===== config.mk =====
export PLATFORM = sky130hd
export DESIGN_NAME = fsk_symbol_slicer
export DESIGN_NICKNAME = d
export VERILOG_FILES = /design/src/rtl/fsk_slicer_pkg.sv /design/src/rtl/fsk_polarity.sv /design/src/rtl/fsk_thresholds.sv /design/src/rtl/fsk_decider.sv /design/src/rtl/fsk_symbol_slicer.sv
export SDC_FILE = /design/constraint.sdc
export NUM_CORES = 1
export LEC_CHECK = 0
export CAP_MARGIN = 20
export CORE_ASPECT_RATIO = 0.5
export CORE_MARGIN = 10
export CORE_UTILIZATION = 52
export DETAILED_ROUTE_END_ITERATION = 10
export PLACE_DENSITY_LB_ADDON = 0.2
export REMOVE_ABC_BUFFERS = 1
export SYNTH_ARGS = -nofsm -noshare
export SYNTH_HDL_FRONTEND = slang
export SYNTH_HIERARCHICAL = 1
export SYNTH_SLANG_ARGS = --single-unit

===== constraint.sdc =====
create_clock -name clk -period 3.3 [get_ports clk]
set_input_delay 0.33 -clock clk [delete_from_list [all_inputs] [get_ports clk]]
set_output_delay 0.33 -clock clk [all_outputs]
set_load 0.1 [all_outputs]

===== src/rtl/fsk_slicer_pkg.sv =====
package fsk_slicer_pkg;

    typedef enum logic [1:0] {
        MODE_BIN  = 2'd0,
        MODE_TER  = 2'd1,
        MODE_QUAD = 2'd2,
        MODE_RSVD = 2'd3
    } fsk_mode_e;

    localparam int LVL_W = 3;
    localparam int BITS_W = 2;

    typedef logic signed [LVL_W-1:0] fsk_level_t;

    localparam fsk_level_t LVL_P3 = 3'sd3;
    localparam fsk_level_t LVL_P1 = 3'sd1;
    localparam fsk_level_t LVL_Z  = 3'sd0;
    localparam fsk_level_t LVL_M1 = -3'sd1;
    localparam fsk_level_t LVL_M3 = -3'sd3;

    typedef struct packed {
        fsk_level_t          level;
        logic [BITS_W-1:0]   bits;
    } fsk_sym_t;

    function automatic fsk_sym_t make_bin(input logic positive);
        fsk_sym_t r;
        r.level = positive ? LVL_P1 : LVL_M1;
        r.bits  = positive ? 2'b01 : 2'b00;
        return r;
    endfunction

    function automatic fsk_sym_t make_ter(input logic above, input logic below);
        fsk_sym_t r;
        if (above) begin
            r.level = LVL_P1;
            r.bits  = 2'b01;
        end else if (below) begin
            r.level = LVL_M1;
            r.bits  = 2'b11;
        end else begin
            r.level = LVL_Z;
            r.bits  = 2'b00;
        end
        return r;
    endfunction

    function automatic logic [BITS_W-1:0] gray_dibit(input fsk_level_t lvl);
        logic [BITS_W-1:0] d;
        case (lvl)
            LVL_P3:  d = 2'b10;
            LVL_P1:  d = 2'b11;
            LVL_M1:  d = 2'b01;
            default: d = 2'b00;
        endcase
        return d;
    endfunction

endpackage


===== src/rtl/fsk_polarity.sv =====
module fsk_polarity #(
    parameter int IN_W  = 12,
    parameter int OUT_W = 14
) (
    input  logic signed [IN_W-1:0]  raw,
    input  logic                    invert,
    output logic signed [OUT_W-1:0] adj
);
    localparam int EXT = OUT_W - IN_W;

    logic signed [OUT_W-1:0] widened;

    // The output is wider than the input, so negating the most negative code stays exact.
    assign widened = {{EXT{raw[IN_W-1]}}, raw};
    assign adj     = invert ? -widened : widened;
endmodule


===== src/rtl/fsk_thresholds.sv =====
module fsk_thresholds #(
    parameter int DEV_W = 10,
    parameter int OUT_W = 14
) (
    input  logic [DEV_W-1:0]        deviation,
    output logic signed [OUT_W-1:0] half_pos,
    output logic signed [OUT_W-1:0] half_neg,
    output logic signed [OUT_W-1:0] twice_pos,
    output logic signed [OUT_W-1:0] twice_neg
);
    localparam int PAD = OUT_W - DEV_W;

    logic signed [OUT_W-1:0] mag;

    assign mag       = $signed({{PAD{1'b0}}, deviation});
    assign half_pos  = mag >>> 1;
    assign half_neg  = -half_pos;
    assign twice_pos = mag <<< 1;
    assign twice_neg = -twice_pos;
endmodule


===== src/rtl/fsk_decider.sv =====
module fsk_decider
    import fsk_slicer_pkg::*;
#(
    parameter int CMP_W = 14
) (
    input  fsk_mode_e               mode,
    input  logic signed [CMP_W-1:0] smp,
    input  logic signed [CMP_W-1:0] half_pos,
    input  logic signed [CMP_W-1:0] half_neg,
    input  logic signed [CMP_W-1:0] twice_pos,
    input  logic signed [CMP_W-1:0] twice_neg,
    output fsk_sym_t                sym
);
    logic     nonneg;
    fsk_sym_t sym_bin, sym_ter, sym_quad;

    assign nonneg = ~smp[CMP_W-1];

    always_comb begin
        sym_bin = make_bin(nonneg);
        sym_ter = make_ter(smp >= half_pos, smp <= half_neg);

        if (smp >= twice_pos)      sym_quad.level = LVL_P3;
        else if (nonneg)           sym_quad.level = LVL_P1;
        else if (smp >= twice_neg) sym_quad.level = LVL_M1;
        else                       sym_quad.level = LVL_M3;
        sym_quad.bits = gray_dibit(sym_quad.level);

        case (mode)
            MODE_TER:  sym = sym_ter;
            MODE_QUAD: sym = sym_quad;
            default:   sym = sym_bin;
        endcase
    end
endmodule


===== src/rtl/fsk_symbol_slicer.sv =====
module fsk_symbol_slicer
    import fsk_slicer_pkg::*;
#(
    parameter int SAMPLE_W = 12,
    parameter int DEV_W    = 10
) (
    input  logic                       clk,
    input  logic                       rst,
    input  logic                       in_valid,
    input  logic signed [SAMPLE_W-1:0] in_sample,
    input  logic [1:0]                 mode,
    input  logic                       invert,
    input  logic [DEV_W-1:0]           deviation,
    output logic                       out_valid,
    output logic signed [2:0]          out_level,
    output logic [1:0]                 out_bits
);
    // The width is large enough for the negated sample and for 2*D, each with a sign bit.
    localparam int NEED_S = SAMPLE_W + 1;
    localparam int NEED_D = DEV_W + 2;
    localparam int CMP_W  = ((NEED_S > NEED_D) ? NEED_S : NEED_D) + 1;

    logic signed [CMP_W-1:0] smp_adj;
    logic signed [CMP_W-1:0] th_hp, th_hn, th_tp, th_tn;
    fsk_sym_t                decided, held;
    logic                    vld_q;

    fsk_polarity #(.IN_W(SAMPLE_W), .OUT_W(CMP_W)) u_pol (
        .raw    (in_sample),
        .invert (invert),
        .adj    (smp_adj)
    );

    fsk_thresholds #(.DEV_W(DEV_W), .OUT_W(CMP_W)) u_thr (
        .deviation (deviation),
        .half_pos  (th_hp),
        .half_neg  (th_hn),
        .twice_pos (th_tp),
        .twice_neg (th_tn)
    );

    fsk_decider #(.CMP_W(CMP_W)) u_dec (
        .mode      (fsk_mode_e'(mode)),
        .smp       (smp_adj),
        .half_pos  (th_hp),
        .half_neg  (th_hn),
        .twice_pos (th_tp),
        .twice_neg (th_tn),
        .sym       (decided)
    );

    always_ff @(posedge clk) begin
        if (rst) begin
            vld_q <= 1'b0;
            held  <= '0;
        end else begin
            vld_q <= in_valid;
            if (in_valid) held <= decided;
        end
    end

    assign out_valid = vld_q;
    assign out_level = held.level;
    assign out_bits  = held.bits;

    p_latency_r8: assert property (@(posedge clk) disable iff (rst)
        in_valid |=> out_valid);

    p_idle_r8: assert property (@(posedge clk) disable iff (rst)
        !in_valid |=> !out_valid);

    p_hold_r9: assert property (@(posedge clk) disable iff (rst)
        !in_valid |=> ($stable(out_level) && $stable(out_bits)));

    p_gray_outer_r4: assert property (@(posedge clk) disable iff (rst)
        (out_valid && (out_level == LVL_P3 || out_level == LVL_M3))
        |-> (out_bits[1] == ~out_level[2] && out_bits[0] == 1'b0));

    p_zero_ternary_r2: assert property (@(posedge clk) disable iff (rst)
        (in_valid && mode != MODE_TER) |=> (out_level != LVL_Z));

    p_level_legal_r7: assert property (@(posedge clk) disable iff (rst)
        out_valid |-> (out_level != 3'sb100 && out_level != 3'sb010 && out_level != 3'sb110));
endmodule


==> Word level (Yosys, flattened, before mapping) <==
Cells that the tools add are included.
{ "classes": {"n_addsub": 3, "n_lt_le_gt_ge": 4, "eq_ne": 5, "muxes": 10} }
{ "op_table": {"columns": ["cell", "n"], "rows": [
  ["greater-or-equal comparator 14 x 10 -> 1 bit", 1],
  ["greater-or-equal comparator 14 x 12 -> 1 bit", 1],
  ["greater-or-equal comparator 14 bit", 1],
  ["<= comparator 14 bit", 1],
  ["two-way mux 14 bit", 1],
  ["negation 11 -> 14 bit", 1],
  ["negation 12 -> 14 bit", 1],
  ["negation 9 -> 14 bit", 1],
  ["two-way mux 5 bit", 2],
  ["case mux 5 bit (2 select lines)", 1],
  ["two-way mux 3 bit", 3],
  ["case mux 2 bit (3 select lines)", 1],
  ["== test 3 x 1 -> 1 bit (second input constant)", 1],
  ["== test 3 x 2 -> 1 bit (second input constant)", 1],
  ["== test 3 bit (second input constant)", 1],
  ["== test 2 x 1 -> 1 bit (second input constant)", 1],
  ["== test 2 bit (second input constant)", 1],
  ["two-way mux 2 bit", 1],
  ["two-way mux 1 bit", 1]
]} }
{ "word_totals": {"ff_bits": 6, "in_bits": 28, "output_inout_bits": 6} }

==> Logic depth before layout (Yosys ltp) <==
{ "logic_depth": {"word_depth": 9, "ltp_mapped": 16} }

==> Cells and area by module <==
Netlist, hierarchy kept.
{ "by_module_without_submodules": {"columns": ["mod", "instances", "cells_each", "area_each_um2"], "rows": [
  ["fsk_decider", 1, 220, 1587.8],
  ["fsk_thresholds", 1, 84, 629.4],
  ["fsk_polarity", 1, 44, 321.6],
  ["fsk_symbol_slicer", 1, 18, 206.4]
]} }

==> Least setup slack after synthesis <==
OpenSTA, ideal clock, no wires.
{ "synth_timing": {"path_type": "input port to flip-flop", "startpoint": "input in_sample[4]", "endpoint": "register held, in the netlist out_bits[0]", "arrival_ns": 3.353, "required_time_ns": 3.233, "slack_ns": -0.121, "cell_stages": 13, "path_buffers": 0, "path_cell_list": "or4_4 o31ai_4 o21ai_0 ha_1 nand2_1 nor3_1 nand3_1 o21ai_0 mux2_2 a211o_1 a32oi_1 mux2i_1 nor2_1"} }
{ "synth_rtl": {"columns": ["item", "line_no", "text"], "rows": [
  ["start: declaration", "fsk_symbol_slicer.sv:10", "input logic signed [SAMPLE_W-1:0] in_sample,"],
  ["end signal: assignment", "fsk_symbol_slicer.sv:58", "if (in_valid) held <= decided;"],
  ["end: declaration", "fsk_symbol_slicer.sv:25", "fsk_sym_t decided, held;"]
]} }

==> impl_metrics.sql <==
INSERT INTO impl_metrics (metric_group, metric, value, unit) VALUES
('finish', 'finalInstanceArea', '0.00395', 'mm2'),
('global_route', 'globalRouteTotalUtil', '0.188', ''),
('power', 'share_seq_of_total_power', '0.095', ''),
('finish', 'ff_latch_area', '120', 'um2'),
('die', 'floorplan.io_pins', '34', ''),
('finish', 'layout-drive-gt1-share', '0.329', ''),
('logic_synthesis', 'netlist.area_leader.share', '0.283', ''),
('sta', 'timing.final.crit_period', '3380', 'ps'),
('critical_path', 'rrSetupSlack', '2700', 'ps'),
('critical_path', 'crit_path_frequent_cell', 'sky130_fd_sc_hd__buf_4', ''),
('placed_design', 'place_congestion', '0.971', ''),
('run_status', 'violated_checks', 'negative setup slack', ''),
('worst_hold_path', 'hold_path.startpoint', 'out_level[1]', ''),
('finish', 'finalNetCount', '551', ''),
('critical_path', 'critical_path.reg2reg.endpoint', 'out_level[2]', ''),
('sta', 'fin_setup_tns', '-156', 'ps'),
('drt', 'drt-wirelength-per-cell', '16.8', 'um'),
('sta', 'final.setup_skew', '0', 'ps'),
('worst_hold_path', 'worstHoldPathType', 'reg -> reg', ''),
('power', 'fin_total_pwr', '855', 'uW'),
('logic_synthesis', 'postSynthRegisterBits', '6', ''),
('finish', 'n_fill_cell', '311', ''),
('power', 'power.density', '217', 'mW/mm2'),
('critical_path', 'endpoint_kind', 'register', ''),
('cts', 'clock_path_buffers', '2', ''),
('sta', 'hold_viol', '0', ''),
('finish', 'final_cell_mix', '78 x sky130_fd_sc_hd__buf_4, 64 x sky130_fd_sc_hd__inv_1, 55 x sky130_fd_sc_hd__ha_1, 23 x sky130_fd_sc_hd__nand2_1, 16 x sky130_fd_sc_hd__clkdlybuf4s50_1', ''),
('logic_synthesis', 'area_of_the_mapped_netlist', '0.00275', 'mm2'),
('critical_path', 'worstPathArrival', '3540', 'ps'),
('critical_path', 'worstPathCellList', 'buf_8 -> buf_6 -> or4_4 -> o31ai_4 -> o21ai_2 -> ha_1 -> nand4_1 -> buf_4 -> o41ai_4 -> mux2i_2 -> buf_4 -> a211o_1 -> a32oi_1 -> mux2i_1 -> nor2_1', ''),
('logic_synthesis', 'dominantRegCellSynth', 'sky130_fd_sc_hd__dfxtp_1', ''),
('cts', 'clock_tree.root_cell', 'sky130_fd_sc_hd__clkbuf_8', ''),
('logic_synthesis', 'asyncSetResetFlopFracSynth', '0', ''),
('logic_synthesis', 'syn_avg_cell_area', '7.50', 'um2'),
('power', 'switch_share', '0.452', ''),
('power', 'vdd_drop_max', '0.000269', 'V'),
('power', 'power.clock.fraction', '0.129', ''),
('global_route', 'grt_start_max_net_pins', '9', ''),
('sta', 'tightest_pin_transition', '983', 'ps'),
('drt', 'detail_route.iter0.violations', '256', ''),
('logic_synthesis', 'synth_warnings', '6', ''),
('power', 'power.combinational.fraction', '0.776', ''),
('critical_path', 'worst_path_largest_cell_delay', '510', 'ps'),
('cts', 'cts_tree', 'built', ''),
('placed_design', 'post-dp-hpwl', '6.62', 'mm'),
('sta', 'grt_setup_unrepaired', 'true', ''),
('logic_synthesis', 'synthDistinctLibCells', '51', ''),
('sta', 'finalWorstSetupSlack', '-81.1', 'ps'),
('critical_path', 'worstSetupPathType', 'in -> reg', ''),
('critical_path', 'worstReg2RegStart', 'out_level[2]', ''),
('power', 'power.switching', '387', 'uW'),
('finish', 'post_route_core_utilization', '0.786', ''),
('critical_path', 'worstSetupStartpointType', 'input port', ''),
('sta', 'timing.max_slew.rel_slack', '0.343', ''),
('sta', 'setup_violations', '3', ''),
('sta', 'finalHoldWorstSlack', '495', 'ps'),
('finish', 'multi_input_area', '0.00246', 'mm2'),
('cts', 'holdBufCountCts', '0', ''),
('cts', 'worst_skew_pair.late_latency', '220', 'ps'),
('critical_path', 'worstPathBufferInverterCount', '4', ''),
('drt', 'drcViolationCount', '0', ''),
('die', 'core_area', '0.00502', 'mm2'),
('cts', 'cts_sinks', '6', ''),
('global_route', 'antenna_violations_before_repair', '1', ''),
('sta', 'maxClockFrequency', '296', 'MHz'),
('power', 'internal_power', '468', 'uW'),
('run_status', 'outcome', 'complete, but fails checks', ''),
('logic_synthesis', 'synthDominantAreaCellType', 'sky130_fd_sc_hd__ha_1', ''),
('logic_synthesis', 'seq_area_frac_synth', '0.0438', ''),
('finish', 'layout.cells.most_common', 'sky130_fd_sc_hd__buf_4', ''),
('logic_synthesis', 'netlist_instances', '366', '');
sequential cells by signal (all words and copies together), names as in the netlist:
| name | count |
|---|---|
| out_bits | 2 |
| out_valid | 1 |
| out_level | 3 |
synth_stat cells, types with 2 or more instances:
library cell,n
sky130_fd_sc_hd__a211o_1,4
sky130_fd_sc_hd__a21boi_0,2
sky130_fd_sc_hd__a21o_1,8
sky130_fd_sc_hd__a21oi_1,18
sky130_fd_sc_hd__a311oi_1,2
sky130_fd_sc_hd__a31oi_1,2
sky130_fd_sc_hd__and2b_1,2
sky130_fd_sc_hd__and4_1,2
sky130_fd_sc_hd__buf_2,2
sky130_fd_sc_hd__buf_4,34
sky130_fd_sc_hd__buf_6,2
sky130_fd_sc_hd__dfxtp_1,6
sky130_fd_sc_hd__ha_1,62
sky130_fd_sc_hd__inv_1,66
sky130_fd_sc_hd__mux2i_1,7
sky130_fd_sc_hd__nand2_1,25
sky130_fd_sc_hd__nand2b_1,3
sky130_fd_sc_hd__nand3_1,15
sky130_fd_sc_hd__nand4_1,10
sky130_fd_sc_hd__nor2_1,16
sky130_fd_sc_hd__nor2b_1,5
sky130_fd_sc_hd__nor3_1,4
sky130_fd_sc_hd__nor4_1,3
sky130_fd_sc_hd__nor4_4,2
sky130_fd_sc_hd__o21ai_0,12
sky130_fd_sc_hd__o31ai_1,2
sky130_fd_sc_hd__o41ai_1,2
sky130_fd_sc_hd__or3_1,2
sky130_fd_sc_hd__or4_1,2
sky130_fd_sc_hd__xnor2_1,11
sky130_fd_sc_hd__xor2_1,13
layer usage:
| layer | wire (um) | up-vias | share of wire | GRT usage |
|---|---|---|---|---|
| li1 | - | 1415 | - | - |
| met1 | 3640 | 1354 | 0.41 | 0.224 |
| met2 | 4410 | 115 | 0.49 | 0.337 |
| met3 | 672 | 25 | 0.075 | 0.0383 |
| met4 | 191 | 0 | 0.021 | 0.0481 |
| met5 | 0 | - | 0 | 0 |
repair_timing:
item / in CTS / in global routing
pin swaps: 44 / 40
endpoints found under the setup margin: 5 / 5
buffers inserted: 9 / 3
hold endpoints to repair: 0 / 0
resized for setup: 70 / 40
worst register-to-register path: stages, from the launching register on:
cell                      delay (ps)
sky130_fd_sc_hd__dfxtp_1         300
sky130_fd_sc_hd__mux2i_1         130
sky130_fd_sc_hd__nor2_1           50
logic make-up (layout without fill, tap and decap cells):
family          after synthesis  count (layout)  synth area share
buf+inv                     104             188             0.195
mux                           8               8            0.0296
other cells                   1              11           0.00137
flops                         6               6            0.0438
simple gates                 97              97             0.201
fa+ha+maj                    62              62             0.283
compound gates               64              64             0.170
xor+xnor                     24              24            0.0766
cell type report:
class / count / area share
inverters: 66 / 0.0628
clock buffers: 3 / 0.0105
flip-flops and latches: 6 / 0.0304
repair buffers: 119 / 0.250
diodes: 1 / 0.000634
multi-input cells: 265 / 0.624
well taps: 70 / 0.0222
stage by stage:
| step | setup slack (ps) | cells |
|---|---|---|
| after global placement | -676 | 514 |
| after global routing | -216 | 530 |
| after floorplan | -121 | 337 |
| after CTS | -44.9 | 526 |
| final | -81.1 | 530 |
| after detailed placement | -726 | 514 |
power groups by stage:
stage          registers [mW]  clock network, mW  logic, mW
2_1_floorplan           0.122                  0      0.255
3_3_place_gp           0.0823                  0      0.522
5_1_grt                0.0819              0.118      0.717
4_1_cts                0.0814              0.116      0.601
3_5_place_dp           0.0823                  0      0.544
6_report               0.0813              0.110      0.664
worst max-delay path by stage:
stage	end	slack [ps]	cells past startpoint	from
after floorplan	out_bits[0]	-120	13	in_sample[4]
after global placement	out_bits[0]	-680	15	in_sample[7]
after detailed placement	out_bits[0]	-730	15	in_sample[7]
after CTS	out_bits[0]	-40	15	in_sample[5]
after global routing	out_bits[0]	-220	17	deviation[4]
final	out_bits[0]	-80	15	in_sample[5]
(Power assumes the default switching activity.)
